===== src/rtl/sync_mode_pkg.sv =====
package sync_mode_pkg;

   typedef enum logic [2:0] {
      ST_RESET     = 3'd0,
      ST_NORMAL    = 3'd1,
      ST_AUTO_HOLD = 3'd2,
      ST_HOLD      = 3'd3,
      ST_FREE      = 3'd4
   } smc_state_e;

   localparam logic [1:0] MS_NORMAL = 2'b00;
   localparam logic [1:0] MS_HOLD   = 2'b01;
   localparam logic [1:0] MS_FREE   = 2'b10;
   localparam logic [1:0] MS_RSVD   = 2'b11;

   localparam int CTRL_W = 3;
   localparam logic [CTRL_W-1:0] CTRL_TRACK = 3'b001;
   localparam logic [CTRL_W-1:0] CTRL_HOLD  = 3'b010;
   localparam logic [CTRL_W-1:0] CTRL_FREE  = 3'b100;

endpackage


===== src/rtl/smc_edge_cap.sv =====
module smc_edge_cap #(
   parameter int REF_SEL_W    = 2,
   parameter int EXTRA_STAGES = 0
) (
   input  logic                 clk_i,
   input  logic                 rst_i,
   input  logic                 ref_ok_i,
   input  logic [REF_SEL_W-1:0] ref_sel_i,
   input  logic                 ret_pulse_i,
   output logic                 ok_q_o,
   output logic                 ok_rose_o,
   output logic                 ok_fell_o,
   output logic                 sel_chg_o,
   output logic                 pulse_rose_o,
   output logic                 pulse_fell_o
);
   localparam int PW = REF_SEL_W + 2;

   initial begin
      if (REF_SEL_W < 1) $error("REF_SEL_W must be at least 1");
      if (EXTRA_STAGES < 0 || EXTRA_STAGES > 4) $error("EXTRA_STAGES out of range 0..4");
   end

   logic [PW-1:0] raw;
   logic [PW-1:0] cur_q, prev_q;
   logic          cur_v, prev_v;

   generate
      if (EXTRA_STAGES == 0) begin : g_direct
         assign raw = {ret_pulse_i, ref_ok_i, ref_sel_i};
      end else begin : g_pipe
         logic [PW-1:0] pipe [EXTRA_STAGES];
         always_ff @(posedge clk_i or posedge rst_i) begin
            if (rst_i) begin
               for (int i = 0; i < EXTRA_STAGES; i++) pipe[i] <= '0;
            end else begin
               pipe[0] <= {ret_pulse_i, ref_ok_i, ref_sel_i};
               for (int i = 1; i < EXTRA_STAGES; i++) pipe[i] <= pipe[i-1];
            end
         end
         assign raw = pipe[EXTRA_STAGES-1];
      end
   endgenerate

   always_ff @(posedge clk_i or posedge rst_i) begin
      if (rst_i) begin
         cur_q  <= '0;
         prev_q <= '0;
         cur_v  <= 1'b0;
         prev_v <= 1'b0;
      end else begin
         cur_q  <= raw;
         prev_q <= cur_q;
         cur_v  <= 1'b1;
         prev_v <= cur_v;
      end
   end

   assign ok_q_o       = cur_q[REF_SEL_W];
   assign ok_rose_o    = prev_v &  cur_q[REF_SEL_W]   & ~prev_q[REF_SEL_W];
   assign ok_fell_o    = prev_v & ~cur_q[REF_SEL_W]   &  prev_q[REF_SEL_W];
   assign pulse_rose_o = prev_v &  cur_q[REF_SEL_W+1] & ~prev_q[REF_SEL_W+1];
   assign pulse_fell_o = prev_v & ~cur_q[REF_SEL_W+1] &  prev_q[REF_SEL_W+1];
   assign sel_chg_o    = prev_v & (cur_q[REF_SEL_W-1:0] != prev_q[REF_SEL_W-1:0]);

endmodule


===== src/rtl/smc_next_state.sv =====
module smc_next_state
   import sync_mode_pkg::*;
(
   input  logic       clk_i,
   input  logic       rst_i,
   input  logic [1:0] mode_sel_i,
   input  logic       ret_dis_i,
   input  logic       lock_i,
   input  logic       ok_q_i,
   input  logic       ok_rose_i,
   input  logic       ok_fell_i,
   input  logic       sel_chg_i,
   input  logic       pulse_rose_i,
   input  logic       pulse_fell_i,
   output smc_state_e state_o,
   output logic       pending_o
);
   smc_state_e state_q, state_d;
   logic       pend_q, pend_d;
   logic       arm_q, arm_d;

   always_comb begin
      state_d = state_q;
      pend_d  = pend_q;
      arm_d   = arm_q;
      if (state_q == ST_RESET) begin
         state_d = ST_FREE;
      end else if (mode_sel_i == MS_FREE) begin
         state_d = ST_FREE;
      end else if (mode_sel_i != MS_RSVD) begin
         unique case (state_q)
            ST_FREE: begin
               state_d = (mode_sel_i == MS_NORMAL) ? ST_NORMAL : ST_HOLD;
            end
            ST_NORMAL: begin
               if (mode_sel_i == MS_HOLD) begin
                  state_d = ST_HOLD;
               end else if (sel_chg_i) begin
                  state_d = ST_HOLD;
                  pend_d  = 1'b1;
               end else if (ok_fell_i) begin
                  state_d = ST_AUTO_HOLD;
               end
            end
            ST_AUTO_HOLD: begin
               if (mode_sel_i == MS_HOLD) begin
                  state_d = ST_HOLD;
               end else if (!ret_dis_i) begin
                  if (ok_rose_i) state_d = ST_NORMAL;
               end else begin
                  if (pulse_rose_i) arm_d = 1'b1;
                  if (pulse_fell_i) begin
                     arm_d = 1'b0;
                     if (arm_q && ok_q_i) state_d = ST_NORMAL;
                  end
               end
            end
            ST_HOLD: begin
               if (mode_sel_i == MS_NORMAL) begin
                  if (!pend_q || (lock_i && ok_q_i)) state_d = ST_NORMAL;
               end
            end
            default: state_d = ST_FREE;
         endcase
      end
      if (state_d != ST_HOLD)      pend_d = 1'b0;
      if (state_d != ST_AUTO_HOLD) arm_d  = 1'b0;
   end

   always_ff @(posedge clk_i or posedge rst_i) begin
      if (rst_i) begin
         state_q <= ST_RESET;
         pend_q  <= 1'b0;
         arm_q   <= 1'b0;
      end else begin
         state_q <= state_d;
         pend_q  <= pend_d;
         arm_q   <= arm_d;
      end
   end

   assign state_o   = state_q;
   assign pending_o = pend_q;

   // reset exit always lands in free-run
   assert_reset_exit_R1: assert property (@(posedge clk_i) disable iff (rst_i)
      (state_q == ST_RESET) |=> (state_q == ST_FREE));

   // forced free-run command
   assert_force_free_R2: assert property (@(posedge clk_i) disable iff (rst_i)
      (mode_sel_i == MS_FREE) |=> (state_q == ST_FREE));

   // reserved command freezes the state outside RESET
   assert_rsvd_hold_R3: assert property (@(posedge clk_i) disable iff (rst_i)
      (mode_sel_i == MS_RSVD && state_q != ST_RESET) |=> (state_q == $past(state_q)));

   // commanded holdover from NORMAL
   assert_cmd_hold_R8: assert property (@(posedge clk_i) disable iff (rst_i)
      (state_q == ST_NORMAL && mode_sel_i == MS_HOLD) |=> (state_q == ST_HOLD));

   // reference failure in NORMAL
   assert_ref_fail_R5: assert property (@(posedge clk_i) disable iff (rst_i)
      (state_q == ST_NORMAL && mode_sel_i == MS_NORMAL && ok_fell_i && !sel_chg_i)
      |=> (state_q == ST_AUTO_HOLD));

endmodule


===== src/rtl/smc_ctrl_decode.sv =====
module smc_ctrl_decode
   import sync_mode_pkg::*;
(
   input  smc_state_e        state_i,
   output logic [CTRL_W-1:0] loop_ctrl_o
);
   always_comb begin
      unique case (state_i)
         ST_NORMAL:             loop_ctrl_o = CTRL_TRACK;
         ST_AUTO_HOLD, ST_HOLD: loop_ctrl_o = CTRL_HOLD;
         default:               loop_ctrl_o = CTRL_FREE;
      endcase
   end
endmodule


===== src/rtl/sync_mode_ctrl.sv =====
module sync_mode_ctrl
   import sync_mode_pkg::*;
#(
   parameter int REF_SEL_W    = 2,
   parameter int EXTRA_STAGES = 0
) (
   input  logic                 clk_i,
   input  logic                 rst_i,
   input  logic [1:0]           mode_sel_i,
   input  logic                 ref_ok_i,
   input  logic [REF_SEL_W-1:0] ref_sel_i,
   input  logic                 ret_dis_i,
   input  logic                 ret_pulse_i,
   input  logic                 lock_i,
   output logic [2:0]           state_o,
   output logic [2:0]           loop_ctrl_o,
   output logic                 switching_o
);
   logic       ok_q, ok_rose, ok_fell, sel_chg, p_rose, p_fell;
   smc_state_e cur_state;

   smc_edge_cap #(
      .REF_SEL_W   (REF_SEL_W),
      .EXTRA_STAGES(EXTRA_STAGES)
   ) u_edge (
      .clk_i       (clk_i),
      .rst_i       (rst_i),
      .ref_ok_i    (ref_ok_i),
      .ref_sel_i   (ref_sel_i),
      .ret_pulse_i (ret_pulse_i),
      .ok_q_o      (ok_q),
      .ok_rose_o   (ok_rose),
      .ok_fell_o   (ok_fell),
      .sel_chg_o   (sel_chg),
      .pulse_rose_o(p_rose),
      .pulse_fell_o(p_fell)
   );

   smc_next_state u_fsm (
      .clk_i       (clk_i),
      .rst_i       (rst_i),
      .mode_sel_i  (mode_sel_i),
      .ret_dis_i   (ret_dis_i),
      .lock_i      (lock_i),
      .ok_q_i      (ok_q),
      .ok_rose_i   (ok_rose),
      .ok_fell_i   (ok_fell),
      .sel_chg_i   (sel_chg),
      .pulse_rose_i(p_rose),
      .pulse_fell_i(p_fell),
      .state_o     (cur_state),
      .pending_o   (switching_o)
   );

   smc_ctrl_decode u_dec (
      .state_i    (cur_state),
      .loop_ctrl_o(loop_ctrl_o)
   );

   assign state_o = cur_state;

   // loop command always carries exactly one bit
   assert_ctrl_onehot_R11: assert property (@(posedge clk_i) disable iff (rst_i)
      $countones(loop_ctrl_o) == 1);

   // switch flag only ever seen in commanded holdover
   assert_switch_in_hold_R9: assert property (@(posedge clk_i) disable iff (rst_i)
      switching_o |-> (state_o == 3'd3 && loop_ctrl_o[1]));

endmodule


===== config.mk =====
export PLATFORM = sky130hd
export DESIGN_NAME = sync_mode_ctrl
export DESIGN_NICKNAME = d
export VERILOG_FILES = /design/src/rtl/sync_mode_pkg.sv /design/src/rtl/smc_edge_cap.sv /design/src/rtl/smc_next_state.sv /design/src/rtl/smc_ctrl_decode.sv /design/src/rtl/sync_mode_ctrl.sv
export SDC_FILE = /design/constraint.sdc
export NUM_CORES = 1
export LEC_CHECK = 0
export BUFFER_PORTS_ARGS = -buffer_cell sky130_fd_sc_hd__buf_2
export CAP_MARGIN = 15
export CORE_MARGIN = 4
export CORE_UTILIZATION = 54
export CTS_BUF_LIST = sky130_fd_sc_hd__clkbuf_4 sky130_fd_sc_hd__clkbuf_8
export DETAILED_ROUTE_END_ITERATION = 10
export PLACE_DENSITY = 0.91
export SLEW_MARGIN = 20
export SYNTH_ARGS = -nofsm -noshare
export SYNTH_HDL_FRONTEND = slang
export SYNTH_SLANG_ARGS = --single-unit

===== constraint.sdc =====
create_clock -name clk_i -period 2.1 [get_ports clk_i]
set_input_delay 0.42 -clock clk_i [delete_from_list [all_inputs] [get_ports clk_i]]
set_output_delay 0.42 -clock clk_i [all_outputs]
set_load 0.03 [all_outputs]

== After elaboration in Yosys (flattened, before gate mapping) ==
Cells that the tools add are included.

* Eq/ne operators: 16
* Multiplexer cells: 32
* Reductions and logical operators: 16
* Bitwise gates (word level): 13

{| class="wikitable"
|+ Operators with widths
! operator !! count
|-
| $mux 3 || 13
|-
| $mux 1 || 16
|-
| $ne 2x2->1 const B || 7
|-
| $pmux 3 s4 || 1
|-
| $reduce_bool 2->1 || 6
|-
| $and 1x1->1 || 9
|-
| $reduce_and 7->1 || 1
|-
| $eq 3x2->1 const B || 2
|-
| $ne 3x2->1 const B || 2
|-
| $pmux 3 s2 || 1
|-
| $reduce_and 6->1 || 1
|-
| $not 1->1 || 4
|-
| $eq 3x1->1 const B || 1
|-
| $eq 3x3->1 const B || 1
|-
| $logic_not 3->1 || 1
|-
| $reduce_bool 3->1 || 1
|-
| $eq 2x1->1 const B || 1
|-
| $eq 2x2->1 const B || 1
|-
| $logic_and 1x1->1 || 2
|-
| $logic_not 2->1 || 1
|-
| $mux 2 || 1
|-
| $ne 2x2->1 || 1
|-
| $reduce_or 2->1 || 1
|-
| $logic_not 1->1 || 1
|-
| $logic_or 1x1->1 || 1
|}

* Output and inout bits: 7
* Register bits: 15
* Word-level logic and storage cells: 84
* Input bits: 10

== Logic depth before layout (Yosys ltp) ==
* Depth after elaboration: 13
* Gate-level depth with buffers: 6
* Mapped depth without buffers: 5

== Cells and area by module ==
A second synthesis with hierarchy kept.

* Cells, all modules: 73
* Area total of the unflattened synthesis: 774.5 um^2

{| class="wikitable"
|+ Modules (own cells, without submodules)
! module !! times used !! seq. area each (um^2) !! area each (um^2) !! cells each
|-
| smc_next_state || 1 || 125.1 || 435.4 || 49
|-
| smc_edge_cap || 1 || 250.2 || 315.3 || 21
|-
| smc_ctrl_decode || 1 || 0.0 || 23.8 || 3
|}

== Worst setup path after synthesis ==
Ideal clock, no wire load.

* Kind: register to register
* Start: register u_fsm.state_q[1], in the netlist u_fsm.state_o[1]
* End: register u_fsm.pend_q, in the netlist u_fsm.pending_o
* Period minus slack after synthesis: 1.988 ns
* Path slack: 0.112 ns
* Path buffers: 1
* Data required time: 2.033 ns
* Cell stages (with the launch flop): 7
* Library setup time: 0.067 ns
* Arrival: 1.920 ns
* Path through: dfrtp_1 -> buf_2 -> nor2b_1 -> a21oi_1 -> a311oi_1 -> a311o_1 -> o2111a_1

* Elaborated cells on any way between the ends: 28
* Classes of those cells: eq/ne (8); mux (15); reduce/logical (5)

{| class="wikitable"
|+ RTL lines
! item !! line !! text
|-
| start: declaration || smc_next_state.sv:18 || <nowiki>smc_state_e state_q, state_d;</nowiki>
|-
| start signal: assignment || smc_next_state.sv:76 || <nowiki>state_q <= state_d;</nowiki>
|-
| $eq 3x2->1 (tied with other cells) || smc_next_state.sv:31 || <nowiki>unique case (state_q)</nowiki>
|-
| $pmux 3 s4 || smc_next_state.sv:31 ||
|-
| $mux 3 || smc_next_state.sv:30 || <nowiki>end else if (mode_sel_i != MS_RSVD) begin</nowiki>
|-
| $mux 3 || smc_next_state.sv:28 || <nowiki>end else if (mode_sel_i == MS_FREE) begin</nowiki>
|-
| $mux 3 (*) || smc_next_state.sv:26 || <nowiki>if (state_q == ST_RESET) begin</nowiki>
|-
| via u_fsm.state_d[0] || smc_next_state.sv:18 ||
|-
| $ne 3x2->1 (*) || smc_next_state.sv:66 || <nowiki>if (state_d != ST_HOLD) pend_d = 1'b0;</nowiki>
|-
| $ne 2x2->1 (no line) / $reduce_bool 2->1 (equally long branches) || - ||
|-
| $reduce_and 6->1 (no line) || - ||
|-
| end signal: assignment || smc_next_state.sv:77 || <nowiki>pend_q <= pend_d;</nowiki>
|-
| end: declaration || smc_next_state.sv:19 || <nowiki>logic pend_q, pend_d;</nowiki>
|}

Mark *: on every way through the listed nets, which the timed path passes. The rest lies on a longest branch.
A chain may end at the register's enable or synchronous reset.

== Worst setup path in the final report ==
* Start: register u_fsm.state_q[1], in the netlist u_fsm.state_o[1]
* End: output loop_ctrl_o[2]

* Word-level cells in the longest chain between the ends: 3
* Elaborated cells on any way between the ends: 5
* Classes of those cells: eq/ne (3); mux (1); reduce/logical (1)

{| class="wikitable"
|+ RTL lines
! item !! line !! text
|-
| $eq 3x2->1 || smc_ctrl_decode.sv:8 || <nowiki>unique case (state_i)</nowiki>
|-
| $reduce_or 2->1 || smc_ctrl_decode.sv:8 ||
|-
| $pmux 3 s2 (*) || smc_ctrl_decode.sv:8 ||
|-
| end: declaration || sync_mode_ctrl.sv:16 || <nowiki>output logic [2:0] loop_ctrl_o,</nowiki>
|}

Mark *: on every way between the ends. The rest lies on a longest branch, timed or not.

==> out/summary.log <==
INFO  logic_synthesis synth_top_flop_cell=dfrtp_1
INFO  timing         grt_setup_unrepaired=false
INFO  timing         fin_clk_skew=0.00121ns
INFO  logic_synthesis synth.ff_latch_count=15
INFO  power          p_clk_share=17.6%
INFO  placement      place.detailed.hpwl=1060um
INFO  clocking       ctsResizeCount=0
INFO  layout         finalCoreUtilization=65.1%
INFO  critical_path  critical_path.startpoint_type=register
INFO  timing         worst_slew_pin_slew=0.527ns
INFO  placement      post-place-cells=99
INFO  global_route   grt_pass1_vias=516
INFO  die            fp.dieH=45.1um
INFO  logic_synthesis syn_area=742um^2
INFO  power          p_int=513uW
INFO  clocking       post_cts_repair_setup_buffers=0
INFO  layout         layout_stage_area_growth_over_the_synthesis_result=14.2%
INFO  clocking       clk_path_buf_depth=2
INFO  clocking       numClockSinks=15
INFO  critical_path  setup.worst_path.end_class=output port
INFO  timing         setup_viol_count_final=0
INFO  die            design.die.area=0.00203mm^2
INFO  power          seq_power_share=45.4%
INFO  logic_synthesis yosysWarnings=0
INFO  die            num_rows=13
INFO  logic_synthesis mean_post_synth_cell_area=10.5um^2
INFO  power          cellLeakagePower=0.385nW
INFO  critical_path  worst-path-buf-inv=1
INFO  die            design.core.area=0.00130mm^2
INFO  power          combPwrFrac=37.1%
INFO  layout         final_layout_size_suffix_gt1_share=28.4%
INFO  run            max_cap_viol_count=0
INFO  timing         max_freq=0.550GHz
INFO  power          finalPower=881uW
INFO  routing        drt-total-wl=1370um
INFO  clocking       ctsRootBufferMaster=clkbuf_4
INFO  placement      portBuffers=16
INFO  global_route   wire_length_of_the_first_global_routing_pass=2190um
INFO  layout         fin_cells=103
INFO  placement      globalplace.congestion=0.865
INFO  critical_path  crit_fanout=11
INFO  outcome        outcome=completed
INFO  critical_path  crit_path_cell_trace=nor2_1 -> or2_1 -> buf_2
INFO  hold_path      min_path_type=in -> async
INFO  routing        route.antenna.remaining_nets=0
INFO  logic_synthesis synth-async-reset-ratio=100%
INFO  critical_path  type_of_the_worst_setup_path=reg -> out
INFO  power          p_sw_share=41.8%
INFO  logic_synthesis yosysUniqueCellTypes=36
INFO  clocking       htree_levels=1
INFO  timing         finalCriticalPeriod=1.82ns
INFO  clocking       path_clk_slew=0.08ns
INFO  critical_path  crit_family=flip-flops
INFO  routing        avgRoutedWirePerCell=13.3um
INFO  critical_path  critical_path_required=1.68ns
INFO  timing         hold_violations=0
INFO  die            floorplan.die.width=45.1um
INFO  routing        drt_pass1_iterations=4
INFO  global_route   grt_max_degree=16
INFO  layout         layout.filler_cells=126
INFO  layout         insertedDiodeCount=0
INFO  power          max-vdd-ir-drop=639uV
INFO  routing        routed-via-count=592
INFO  power          switching_power=369uW
INFO  critical_path  crit_path_top_delay_cell=dfrtp_1
INFO  power          cellPowerDensity=1040mW/mm^2
INFO  logic_synthesis synth_enable_flop_cells=0
INFO  logic_synthesis ys_seq_area_share=50.6%
INFO  critical_path  cp_slowest_stage_delay=0.49ns
INFO  die            io_pins=17
INFO  clocking       later_pin_clock_latency_in_the_skew_report=0.27ns
INFO  logic_synthesis syn_nets=81
INFO  layout         regArea=375um^2
INFO  global_route   antenna_found_initial=0
INFO  logic_synthesis synthCells=71
INFO  timing         finalSetupTns=0ns
INFO  routing        vias_per_cell=5.75
INFO  clocking       tritoncts.num_buffers=3
INFO  timing         relSlewSlack=64.8%
INFO  clocking       cts_tree=yes
INFO  timing         post-route-period-util=86.5%
INFO  critical_path  crit_arrival=1.40ns
INFO  routing        drc_markers=0
INFO  timing         finalMaxSlewViolations=0
INFO  layout         nets=99
INFO  global_route   global_route.usage.total=15.1%
INFO  layout         multi_input_area=327um^2
INFO  die            effective_utilization_at_floorplan=57.0%
INFO  clocking       post_cts_hold_buffer_count=0
INFO  routing        first_drt_iteration_drcs=16
INFO  global_route   grt_overflow_total=0
-- power groups by stage --
| stage | Sequential (mW) | Clock (mW) | Combinational (mW) |
|---|---|---|---|
| after floorplan | 0.415 | 0 | 0.235 |
| after global placement | 0.404 | 0 | 0.320 |
| after detailed placement | 0.404 | 0 | 0.327 |
| after CTS | 0.399 | 0.162 | 0.328 |
| after global routing | 0.411 | 0.177 | 0.354 |
| final | 0.400 | 0.155 | 0.327 |
-- flip-flops by register name, summed over array words and instances, names as in the netlist --
name,flops
u_edge.cur_q,4
u_fsm.pending_o,1
u_fsm.state_o,3
u_fsm.arm_q,1
u_edge.prev_q,4
u_edge.cur_v,1
u_edge.prev_v,1
-- layer usage --
metal	vias up	routed length (um)	GRT usage (%)
li1	293	-	-
met1	277	608	20.2
met2	20	650	23.2
met3	2	105	3.59
met4	0	9	7.02
met5	-	0	0
-- cell usage after synthesis, types with 2 or more instances --
library cell | number | area (um^2)
a21oi_1 | 2 | 10.0
a311o_1 | 2 | 20.0
and2_1 | 2 | 12.5
buf_2 | 2 | 10.0
dfrtp_1 | 15 | 375
inv_1 | 5 | 18.8
nand2_1 | 3 | 11.3
nand2b_1 | 2 | 12.5
nor2_1 | 8 | 30.0
o21ai_0 | 2 | 10.0
o21ai_1 | 2 | 10.0
xnor2_1 | 2 | 17.5
-- placed cells by master, fill, tap and decap left out, drive strengths merged, types with 2 or more instances in the layout --
master	instances
a21oi	2
nor2	8
a311o	2
or2	2
o21ai	4
nand2	3
and2	2
a211oi	2
nand2b	2
dfrtp	15
xnor2	2
inv	5
buf	16
clkbuf	3
-- stage by stage --
step | hold WS, ns | setup WS [ns] | cell area (um^2)
2_1_floorplan | 0.321 | 0.112 | 742
4_1_cts | 0.178 | 0.275 | 847
6_report | 0.167 | 0.283 | 847
5_1_grt | 0.209 | 0.191 | 847
3_5_place_dp | 0.340 | 0.371 | 820
3_3_place_gp | 0.335 | 0.381 | 820
-- kinds of logic (layout without fill, tap and decap cells) --
| kind of cell | Yosys count | after routing | share of synthesized area, % |
|---|---|---|---|
| AO/OA/AOI/OAI | 21 | 21 | 22.3 |
| XOR/XNOR | 2 | 2 | 2.36 |
| buffers and inverters | 8 | 25 | 5.40 |
| flip-flops | 15 | 15 | 50.6 |
| other | 1 | 1 | 0.505 |
| AND/OR/NAND/NOR | 24 | 24 | 18.9 |
-- worst paths after layout --
kind	start	end	slack, ns	cells after the start
worst min-delay path	rst_i	u_edge.prev_q[3]	0.17	2
min in group clk_i	ret_pulse_i	u_edge.cur_q[3]	0.25	1
worst min register to register	u_edge.cur_v	u_edge.prev_v	0.36	0
max in group asynchronous	rst_i	u_fsm.state_o[1]	1.58	2
worst max register to register	u_edge.cur_q[2]	u_fsm.arm_q	0.44	5
worst max-delay path	u_fsm.state_o[1]	loop_ctrl_o[2]	0.28	3
-- area by class of cell --
type                       count  share of cell area [%]
clock buffer                   3                    2.66
timing repair buffer          16                    9.45
multi-input combinational     48                    38.6
inverter                       5                    2.22
tap                           15                    2.22
sequential                    15                    44.3
clock inverter                 1                   0.591
-- worst reg2reg max path, cell delays in order, from the launching register on --
cell,delay (ns)
dfrtp_1,0.43
and4b_1,0.24
a211oi_2,0.24
a311oi_1,0.13
a311o_1,0.33
a211oi_1,0.21
Power figures use the tool's default switching activity.
